==> config.mk <==
export PLATFORM = sky130hd
export DESIGN_NAME = dual_host_irq_bank
export DESIGN_NICKNAME = d
export VERILOG_FILES = /design/src/rtl/irqc_pkg.sv /design/src/rtl/irqc_sync_edge.sv /design/src/rtl/irqc_line_bank.sv /design/src/rtl/dual_host_irq_bank.sv
export SDC_FILE = /design/constraint.sdc
export NUM_CORES = 1
export LEC_CHECK = 0
export BUFFER_PORTS_ARGS = -buffer_cell sky130_fd_sc_hd__buf_2
export CAP_MARGIN = 25
export CELL_PAD_IN_SITES_DETAIL_PLACEMENT = 0
export CELL_PAD_IN_SITES_GLOBAL_PLACEMENT = 1
export CORE_ASPECT_RATIO = 2
export CORE_MARGIN = 2
export CORE_UTILIZATION = 45
export CTS_CLUSTER_SIZE = 40
export DETAILED_ROUTE_END_ITERATION = 6
export GPL_TIMING_DRIVEN = 0
export HOLD_SLACK_MARGIN = 0.05
export PLACE_DENSITY_LB_ADDON = 0.1
export SETUP_SLACK_MARGIN = 0.3
export SYNTH_ARGS = -nofsm -noshare
export SYNTH_HDL_FRONTEND = slang
export SYNTH_SLANG_ARGS = --single-unit
==> constraint.sdc <==
create_clock -name clk -period 2.2 [get_ports clk]
set_input_delay 0.44 -clock clk [delete_from_list [all_inputs] [get_ports clk]]
set_output_delay 0.44 -clock clk [all_outputs]
set_load 0.005 [all_outputs]
==> src/rtl/irqc_pkg.sv <==
// Shared sizing helpers for the dual-host interrupt bank.
// Assumes the register map is laid out as: edge bytes, then per line a
// status block and a mask block, then one control byte.
package irqc_pkg;

    function automatic int cdiv(input int num, input int den);
        return (num + den - 1) / den;
    endfunction

    // bytes holding the two edge-enable bits of every source
    function automatic int edge_bytes(input int nsrc);
        return cdiv(2 * nsrc, 8);
    endfunction

    // bytes of one status or mask register
    function automatic int ix_bytes(input int nsrc);
        return cdiv(nsrc, 8);
    endfunction

    function automatic int stat_ofs(input int nsrc, input int line);
        return edge_bytes(nsrc) + 2 * line * ix_bytes(nsrc);
    endfunction

    function automatic int mask_ofs(input int nsrc, input int line);
        return stat_ofs(nsrc, line) + ix_bytes(nsrc);
    endfunction

    function automatic int ctrl_ofs(input int nsrc);
        return edge_bytes(nsrc) + 4 * ix_bytes(nsrc);
    endfunction

endpackage

==> src/rtl/irqc_sync_edge.sv <==
// Synchronises each asynchronous source through two flops and compares the
// result with its value one cycle earlier. An event pulse is raised for one
// cycle on every edge whose direction is enabled in edge_cfg (bit 2i+1 =
// rising, bit 2i = falling). Assumes sources are stable for 2+ cycles.
module irqc_sync_edge #(
    parameter int NSRC = 22
) (
    input  logic                clk,
    input  logic                rst_n,
    input  logic [NSRC-1:0]     src_in,
    input  logic [2*NSRC-1:0]   edge_cfg,
    output logic [NSRC-1:0]     ev
);

    logic [NSRC-1:0] meta_q;
    logic [NSRC-1:0] sync_q;
    logic [NSRC-1:0] prev_q;

    // two-flop synchroniser followed by a one-cycle history flop
    always_ff @(posedge clk) begin
        if (!rst_n) begin
            meta_q <= '0;
            sync_q <= '0;
            prev_q <= '0;
        end else begin
            meta_q <= src_in;
            sync_q <= meta_q;
            prev_q <= sync_q;
        end
    end

    for (genvar i = 0; i < NSRC; i++) begin : g_src
        logic rise;
        logic fall;
        assign rise  = sync_q[i] & ~prev_q[i];
        assign fall  = ~sync_q[i] & prev_q[i];
        assign ev[i] = (rise & edge_cfg[2*i+1]) | (fall & edge_cfg[2*i]);
    end

endmodule

==> src/rtl/irqc_line_bank.sv <==
// Status, one-deep pending and mask state for one host line, plus that
// line's active-low summary output. Assumes the caller decodes byte
// selects; wr and rd are the raw register strobes.
module irqc_line_bank #(
    parameter int NSRC = 22,
    parameter int NB   = 3
) (
    input  logic             clk,
    input  logic             rst_n,
    input  logic [NSRC-1:0]  ev,
    input  logic             cor,
    input  logic             wr,
    input  logic             rd,
    input  logic [7:0]       wdata,
    input  logic [NB-1:0]    stat_sel,
    input  logic [NB-1:0]    mask_sel,
    output logic [NSRC-1:0]  stat,
    output logic [NSRC-1:0]  mask,
    output logic             irq_n
);

    logic [NSRC-1:0] stat_q;
    logic [NSRC-1:0] pend_q;
    logic [NSRC-1:0] mask_q;
    logic [NSRC-1:0] clr;
    logic [NSRC-1:0] mask_we;

    // per-bit acknowledge and mask-write strobes
    for (genvar i = 0; i < NSRC; i++) begin : g_bit
        assign clr[i] = stat_sel[i/8] &
                        ((cor & rd & stat_q[i]) | (~cor & wr & wdata[i%8]));
        assign mask_we[i] = mask_sel[i/8] & wr;
    end

    // status capture: event wins over clear, pending refills on clear
    always_ff @(posedge clk) begin
        if (!rst_n) begin
            stat_q <= '0;
            pend_q <= '0;
        end else begin
            stat_q <= (stat_q & ~clr) | ev | (pend_q & clr);
            pend_q <= (pend_q & (~clr | ev)) | (ev & stat_q & ~clr);
        end
    end

    // mask register, all sources disabled after reset
    always_ff @(posedge clk) begin
        if (!rst_n) begin
            mask_q <= '1;
        end else begin
            for (int i = 0; i < NSRC; i++) begin
                if (mask_we[i]) mask_q[i] <= wdata[i%8];
            end
        end
    end

    assign stat  = stat_q;
    assign mask  = mask_q;
    assign irq_n = ~|(stat_q & ~mask_q);

endmodule

==> src/rtl/dual_host_irq_bank.sv <==
// Top of the dual-host secondary interrupt bank: shared edge-select
// register, control register, register decode and read mux, and one line
// bank per host. Assumes ADDR_W covers the control offset.
module dual_host_irq_bank #(
    parameter int NSRC   = 22,
    parameter int ADDR_W = 5
) (
    input  logic               clk,
    input  logic               rst_n,
    input  logic [NSRC-1:0]    src_in,
    input  logic [ADDR_W-1:0]  reg_addr,
    input  logic               reg_wr,
    input  logic               reg_rd,
    input  logic [7:0]         reg_wdata,
    output logic [7:0]         reg_rdata,
    output logic [1:0]         host_irq_n
);

    localparam int NB    = irqc_pkg::ix_bytes(NSRC);
    localparam int NE    = irqc_pkg::edge_bytes(NSRC);
    localparam int SW    = NB * 8;
    localparam int EW    = NE * 8;
    localparam int CTRLO = irqc_pkg::ctrl_ofs(NSRC);

    logic [EW-1:0]    edge_q;
    logic [EW-1:0]    edge_valid;
    logic             cor_q;
    logic [NSRC-1:0]  ev_v;
    logic [7:0]       rd_val;
    logic [7:0]       rdata_q;
    logic [NB-1:0]    stat_sel [2];
    logic [NB-1:0]    mask_sel [2];
    logic [NSRC-1:0]  stat_l   [2];
    logic [NSRC-1:0]  mask_l   [2];
    logic [SW-1:0]    stat_pad [2];
    logic [SW-1:0]    mask_pad [2];

    // constant map of implemented edge bits
    for (genvar k = 0; k < EW; k++) begin : g_evalid
        assign edge_valid[k] = (k < 2 * NSRC);
    end

    // shared edge-select register, unimplemented bits kept at zero
    always_ff @(posedge clk) begin
        if (!rst_n) begin
            edge_q <= '0;
        end else if (reg_wr) begin
            for (int e = 0; e < NE; e++) begin
                if (reg_addr == ADDR_W'(e))
                    edge_q[e*8 +: 8] <= reg_wdata & edge_valid[e*8 +: 8];
            end
        end
    end

    // control register: bit 0 selects clear-on-read
    always_ff @(posedge clk) begin
        if (!rst_n)                                   cor_q <= 1'b0;
        else if (reg_wr && reg_addr == ADDR_W'(CTRLO)) cor_q <= reg_wdata[0];
    end

    irqc_sync_edge #(.NSRC(NSRC)) u_sync (
        .clk      (clk),
        .rst_n    (rst_n),
        .src_in   (src_in),
        .edge_cfg (edge_q[2*NSRC-1:0]),
        .ev       (ev_v)
    );

    for (genvar l = 0; l < 2; l++) begin : g_line
        for (genvar b = 0; b < NB; b++) begin : g_sel
            assign stat_sel[l][b] =
                (reg_addr == ADDR_W'(irqc_pkg::stat_ofs(NSRC, l) + b));
            assign mask_sel[l][b] =
                (reg_addr == ADDR_W'(irqc_pkg::mask_ofs(NSRC, l) + b));
        end

        irqc_line_bank #(.NSRC(NSRC), .NB(NB)) u_bank (
            .clk      (clk),
            .rst_n    (rst_n),
            .ev       (ev_v),
            .cor      (cor_q),
            .wr       (reg_wr),
            .rd       (reg_rd),
            .wdata    (reg_wdata),
            .stat_sel (stat_sel[l]),
            .mask_sel (mask_sel[l]),
            .stat     (stat_l[l]),
            .mask     (mask_l[l]),
            .irq_n    (host_irq_n[l])
        );

        // pad to whole bytes: status pads read 0, mask pads read 1
        for (genvar k = 0; k < SW; k++) begin : g_pad
            if (k < NSRC) begin : g_real
                assign stat_pad[l][k] = stat_l[l][k];
                assign mask_pad[l][k] = mask_l[l][k];
            end else begin : g_fill
                assign stat_pad[l][k] = 1'b0;
                assign mask_pad[l][k] = 1'b1;
            end
        end
    end

    // read mux over the whole map, unmapped offsets give zero
    always_comb begin
        rd_val = '0;
        for (int e = 0; e < NE; e++) begin
            if (reg_addr == ADDR_W'(e)) rd_val = edge_q[e*8 +: 8];
        end
        for (int l = 0; l < 2; l++) begin
            for (int b = 0; b < NB; b++) begin
                if (reg_addr == ADDR_W'(irqc_pkg::stat_ofs(NSRC, l) + b))
                    rd_val = stat_pad[l][b*8 +: 8];
                if (reg_addr == ADDR_W'(irqc_pkg::mask_ofs(NSRC, l) + b))
                    rd_val = mask_pad[l][b*8 +: 8];
            end
        end
        if (reg_addr == ADDR_W'(CTRLO)) rd_val = {7'b0, cor_q};
    end

    // registered read data, held between reads
    always_ff @(posedge clk) begin
        if (!rst_n)      rdata_q <= '0;
        else if (reg_rd) rdata_q <= rd_val;
    end

    assign reg_rdata = rdata_q;

endmodule

==> metrics.txt, run 1 <==
DR vias=between 10000 and 15000; Initial Utilization=0.457; met3 Track Usage GR=0.0499; DP HPWL=between 30000 and 40000 um; arrival time worst endpoint=2090 ps; Worst-Margin Slew=between 1000 and 1500 ps; First-pass DRT Iterations=6; initial antenna violation count=0; r2r endpoint=reg_rdata[0]; total gr overflow=0; Worst EP required=roughly 1800 ps; first-pass GRT wire length=between 70000 and 80000 um; maximum clock frequency=395 MHz; Post-synth EDFFs=0; wire length per cell=27.4 um; top cell type's share of synthesized area=0.428; I/O Pins=49; Final ANT Viol Nets=0; number of global-route vias before repair=roughly 11000; CTS H-tree lvls=1; simple-gate share of the synthesized area=0.225; Post-Synth XOR/XNOR Area=0; CTS clock-pin slew for the worst setup and hold paths=approximately 70 ps; row count=a little over 80; synthesized area=0.0117 mm2; total die area=about 0.027 mm2; GRT Max-Usage Layer=met2; Synth Warn #=0; R2R setup slack=about 150 ps; final hold vios=0; top cells by area, synth=dfxtp_1 (43%), nand2_1 (5.8%), mux2i_1 (5.0%); IO Port Bufs=45; ys async rst share=0; Num CTS Buffers=23; clock skew=15.9 ps; register area share after synthesis=0.428; Tot Pwr=9980 uW; CP Capture Type=output port; top-count cell post-synth=dfxtp_1; Synth Area in Adders=0; First DRT Iteration DRCs=just under 900; area leader, netlist=dfxtp_1; met2 Use GR=0.666; Via density=around 6.1; Nets=between 1500 and 2000; main combinational cell family by area after synthesis=simple AND/OR/NAND/NOR gates; Seq. cell area=between 0.005 and 0.006 mm2; Max-Cap Viols=0; Area Overhead vs Synth=20.2%; leakage=about 0.0054 uW; Hold Crit Start=src_in[4]; compound-cell area share of the yosys netlist=0.198; Final Wtd Congestion=approximately 1.1; PwrDens=slightly above 700 mW/mm2; Most used DFF post-synth=dfxtp_1; WHS Endpoint=u_sync.meta_q[4]; critical path peak fanout=2; largest net degree at the start of global routing=17; Clock Root Buffer=clkbuf_16; syn nets=between 1000 and 1500; Bufs on Longest Clock Path=3; # fillers=~2500; Die Wd=~120 um; fraction of layout cells with a size suffix above 1=0.210; Max VDD drop=between 0.7 and 0.8 mV; FF+latch count, synth=~250; setup TNS=-420 ps; Worst R2R Path Depth=6; Mean Syn Cell Area=between 8 and 9 um2; post-synth cell types=73; Critical Path Source Type=flip-flop; Hold Crit Class=input port to flip-flop; crit path time final=2530 ps; RSZ-0062 raised after global routing=true; worst r2r src=edge_q[24]; critical path class=flip-flop to output port; number of clock sinks=about 250; CTS tree=built; Die Y=roughly 230 um; outcome=finished with violations; Hold Crit Depth=2; failing checks=negative setup slack; Final Slew Violations=0; grt met1 use=0.357; DRC violations left=0; Post-CTS Hold Fix Bufs=0; multi-input logic area=approximately 0.0065 mm2; worst skew pair latency=roughly 560 ps; multiplexer share of the synthesized area=0.0964; Post-Syn Instances=roughly 1400; setup ws final=-332 ps; Tot GR Track Use=0.373; Final Routed Wirelength=slightly above 50000 um; Setup Viol. Count Final=2; Diodes inserted=0; commonest cells in the netlist=dfxtp_1 (251), nand2_1 (182), nor2_1 (130), o21ai_0 (111), a21oi_1 (98); Period Utilization, post-route=1.15; Slew HR=0.250; core area=0.0257 mm2
flip-flops by register name, indices dropped and copies added (netlist names):
register              flops
edge_q                   44
g_line.u_bank.mask       44
reg_rdata                 8
u_sync.prev_q            22
g_line.u_bank.stat       44
u_sync.sync_q            22
g_line.u_bank.pend_q     44
cor_q                     1
u_sync.meta_q            22
cells by family (layout without fill, tap and decap cells):
logic type | after synthesis | count (layout)
compound gates | 374 | 374
buf+inv | 143 | 263
flops | 251 | 251
mux | 105 | 105
simple gates | 543 | 543
how the worst max path moves through the flow:
stage	to	cells after the start	slack (ps)	startpoint
after global placement	reg_rdata[0]	9	-1250	reg_addr[0]
final	host_irq_n[0]	7	-330	g_line[0].u_bank.stat[18]
after detailed placement	reg_rdata[0]	10	-860	reg_addr[0]
after floorplan	reg_rdata[3]	6	240	reg_addr[2]
after global routing	host_irq_n[0]	7	-350	g_line[0].u_bank.stat[18]
after CTS	host_irq_n[0]	7	-430	g_line[0].u_bank.stat[18]
report_power, final:
part           internal, uW  switching, uW
combinational           256            586
sequential             4590           44.0
clock                  2600           1900
total                  7450           2530
timing repair:
item / CTS / global route
pin swaps: 15 / 14
gates cloned: 0 / 0
buffers inserted: 22 / 4
setup endpoints to repair: 114 / 82
resized for setup: 147 / 57
endpoints found under the hold margin: 0 / 0
per-layer routing:
metal | share of wire | up-vias | wire length [um]
met5 | 0 | - | 0
met4 | 0.12 | 0 | 6370
li1 | - | 5184 | -
met2 | 0.50 | 472 | 25700
met3 | 0.045 | 231 | 2300
met1 | 0.33 | 5491 | 17100
final cells by class:
type                    instances  share of cell area
plain buffers                  90              0.0371
repair buffers                 80              0.0350
clock inverters                14              0.0158
clock buffers                  26              0.0430
well taps                     340              0.0302
inverters                      53              0.0148
flip-flops and latches        251               0.362
multi-input cells            1022               0.462
critical path, cell delays in order, from the launching register on:
cell and delay [ps]:
dfxtp_4 370, inv_4 60, o22ai_2 70, a221oi_2 210, nand4_1 280, nor4_2 290, buf_4 170, buf_6 80
cell usage in the layout, fill, tap and decap left out, types with 23 or more instances in the layout:
master,n
nand3_1,64
mux2_2,27
o21ai_0,102
nor2_1,128
dfxtp_1,215
buf_2,56
mux2i_1,59
a21o_1,30
buf_4,44
clkbuf_16,23
nand2_1,171
nand3b_1,25
and2_1,69
inv_1,41
a21oi_1,94
clkbuf_1,43
metrics by stage:
step | instances | setup slack [ps] | instance area [um2] | hold slack, ps | utilization
finish | 1876 | -332 | 14100 | 86.6 | 0.550
global route | 1876 | -345 | 14100 | 83.2 | 0.550
CTS | 1870 | -426 | 13900 | 72.3 | 0.540
detailed placement | 1808 | -857 | 12400 | 419 | 0.485
global placement | 1801 | -1250 | 12400 | 414 | 0.483
floorplan | 1416 | 237 | 11700 | 412 | -
No activity file was read; power rests on OpenSTA's default activity.
==> run 2: changes to the inputs <==
ABC_AREA = 1   (was not set)
CORE_UTILIZATION = 40   (was 45)
clock period = 2.3 ns   (was 2.2 ns; I/O delays follow)
==> run 2 against run 1 <==
Effect of this change: the flow still finishes with violations (negative setup slack); clock skew down 4.4 ps; non-clock buffer count is 44 lower; core utilization fell by 7.2 points; combinational power decreased by 28%; hold slack improved by 17 ps; largest power group unchanged; first-iteration DRC count decreased by 22%; via count is 4.8% lower; sequential share of layout area increased by 2.9 points; synthesized area down 6.2%.
==> metrics.txt, run 2 <==
outcome=finished with violations; failing checks=negative setup slack; IO Port Bufs=44; Synth Area in Adders=0; synthesized area=0.0110 mm2; finished layout cell area=between 0.01 and 0.015 mm2; CP Cell Sequence=inv_4 -> o22ai_1 -> nor4_2 -> nand2_1 -> nor3_2 -> buf_4 -> buf_6; row count=between 80 and 90; Die Wd=between 100 and 150 um; DP HPWL=between 30000 and 40000 um; CTS tree=built; total die area=just under 0.03 mm2; setup TNS=-196 ps; Crit-path slowest cell=dfxtp_2; Final Routed Wirelength=41800 um; largest net degree at the start of global routing=16; top-count cell post-synth=nand2_1; Clock Root Buffer=clkbuf_16; most common cell after layout, fill and taps aside=nand2_1; worst skew pair latency=around 540 ps; number of global-route vias before repair=around 10000; delay-heaviest family, CP=simple AND/OR/NAND/NOR gates; Crit path buffers/inverters=3; number of clock sinks=around 250; Diodes inserted=0; First-pass DRT Iterations=5; Via density=5.37; Post-Synth XOR/XNOR Area=0; PwrDens=between 700 and 800 mW/mm2; first-pass GRT wire length=~61000 um; First DRT Iteration DRCs=approximately 700; Post-synth EDFFs=0; post-synth cell types=30; commonest cells in the netlist=nand2_1 (405), inv_1 (253), dfxtp_1 (251), o21ai_0 (127), a21oi_1 (123); Num CTS Buffers=24; Hold Crit Depth=3; placed cell area=between 0.01 and 0.015 mm2; multiplexer share of the synthesized area=0; Critical Path Source Type=flip-flop; Final Wtd Congestion=0.969; final hold vios=0; syn nets=roughly 1600; maximum clock frequency=about 420 MHz; Nets=~1700; Worst-Margin Slew=~1100 ps; most frequent cells in the layout=nand2_1 (387), dfxtp_1 (240), inv_1 (231); wire length per cell=slightly above 20 um; setup ws final=-102 ps; CP max stage delay=roughly 350 ps; FF+latch count, synth=~250; Bufs on Longest Clock Path=3; Final ANT Viol Nets=0; Final Util=0.477; DRC violations left=0; WHS Endpoint=u_sync.meta_q[8]; Most used DFF post-synth=dfxtp_1; leakage=0.00519 uW; total gr overflow=0; register area share after synthesis=0.457; Hold Slack=between 100 and 150 ps; fraction of layout cells with a size suffix above 1=0.127; Max-Cap Viols=0; Worst EP required=around 1800 ps; Initial Utilization=0.407; Die Y=around 240 um; Worst R2R Path Depth=14; Slew HR=0.282; # fillers=about 2800; CP Capture Type=output port; Final Slew Violations=0; r2r endpoint=reg_rdata[3]; crit path time final=about 2400 ps; Setup Viol. Count Final=2; Post-CTS Hold Fix Bufs=0; Hold Crit Start=src_in[8]; Post-Syn Instances=approximately 1600; Area Overhead vs Synth=17.2%; worst r2r src=edge_q[3]; area leader, netlist=dfxtp_1; RSZ-0062 raised after global routing=true; Hold Crit Class=input port to flip-flop; CTS clock-pin slew for the worst setup and hold paths=roughly 70 ps; ys async rst share=0; CTS H-tree lvls=1; critical path class=flip-flop to output port; top cell type's share of synthesized area=0.457; top cells by area, synth=dfxtp_1 (46%), nand2_1 (14%), inv_1 (8.6%); R2R setup slack=approximately 500 ps; arrival time worst endpoint=1940 ps; Period Utilization, post-route=1.04; Max VDD drop=~0.6 mV; Critical Path Start=g_line[0].u_bank.stat[2]; clock skew=between 10 and 15 ps; compound-cell area share of the yosys netlist=0.206; Synth Warn #=0; Tot GR Track Use=0.288; Mean Syn Cell Area=around 7.0 um2; I/O Pins=49; DR vias=around 11000; critical path peak fanout=3; core area=about 0.027 mm2; main combinational cell family by area after synthesis=simple AND/OR/NAND/NOR gates; initial antenna violation count=0; simple-gate share of the synthesized area=0.224
-- run 2: through the flow --
step | worst slack (ps) | cells | power, uW
finish | -102 | 2019 | 9150
global route | -190 | 2019 | 9410
CTS | -145 | 2005 | 9190
detailed placement | -794 | 1959 | 5120
global placement | -738 | 1958 | 5110
floorplan | 453 | 1566 | 4850
-- run 2: cell families (layout without fill, tap and decap cells) --
| family | count (synthesis) | count (layout) |
|---|---|---|
| compound gates | 402 | 402 |
| flops | 251 | 251 |
| buf+inv | 326 | 431 |
| simple gates | 587 | 587 |
-- run 2: repair_timing --
item	in CTS	in global routing
gates resized for setup	57	62
buffers inserted	4	14
setup endpoints to repair	95	50
endpoints found under the hold margin	0	0
gates cloned	0	0
pin swaps	7	22
-- run 2: tightest hold or removal path: stages --
cell,delay (ps)
buf_2,70
nand2_1,40
inv_1,40
-- run 2: worst max path at each step --
stage          depth (start not counted)  slack (ps)                    endpoint
2_1_floorplan                         15         450                reg_rdata[6]
3_3_place_gp                           8        -740  g_line[1].u_bank.pend_q[1]
3_5_place_dp                           8        -790  g_line[1].u_bank.pend_q[1]
4_1_cts                                7        -150               host_irq_n[0]
5_1_grt                                7        -190               host_irq_n[0]
6_report                               7        -100               host_irq_n[0]
-- run 2: power breakdown --
| group | switching, uW | total, uW | internal (uW) | leakage [uW] |
|---|---|---|---|---|
| registers | 40.2 | 4460 | 4420 | 0.00204 |
| logic | 447 | 604 | 157 | 0.00277 |
| clock network | 1770 | 4090 | 2310 | 0.000377 |
-- run 2: routing by layer --
metal / part of all wire / GRT usage
met5: 0 / 0
met4: 0.092 / 0.232
met3: 0.044 / 0.0401
met2: 0.53 / 0.547
met1: 0.33 / 0.263
-- run 2: layout make-up --
class	instances	area [um2]	share of cell area
repair buffers	63	420	0.0326
clock buffers	34	689	0.0535
plain buffers	63	275	0.0213
well taps	348	435	0.0338
multi-input cells	989	4920	0.382
inverters	263	1010	0.0784
flip-flops and latches	251	5040	0.391
clock inverters	8	97.6	0.00757
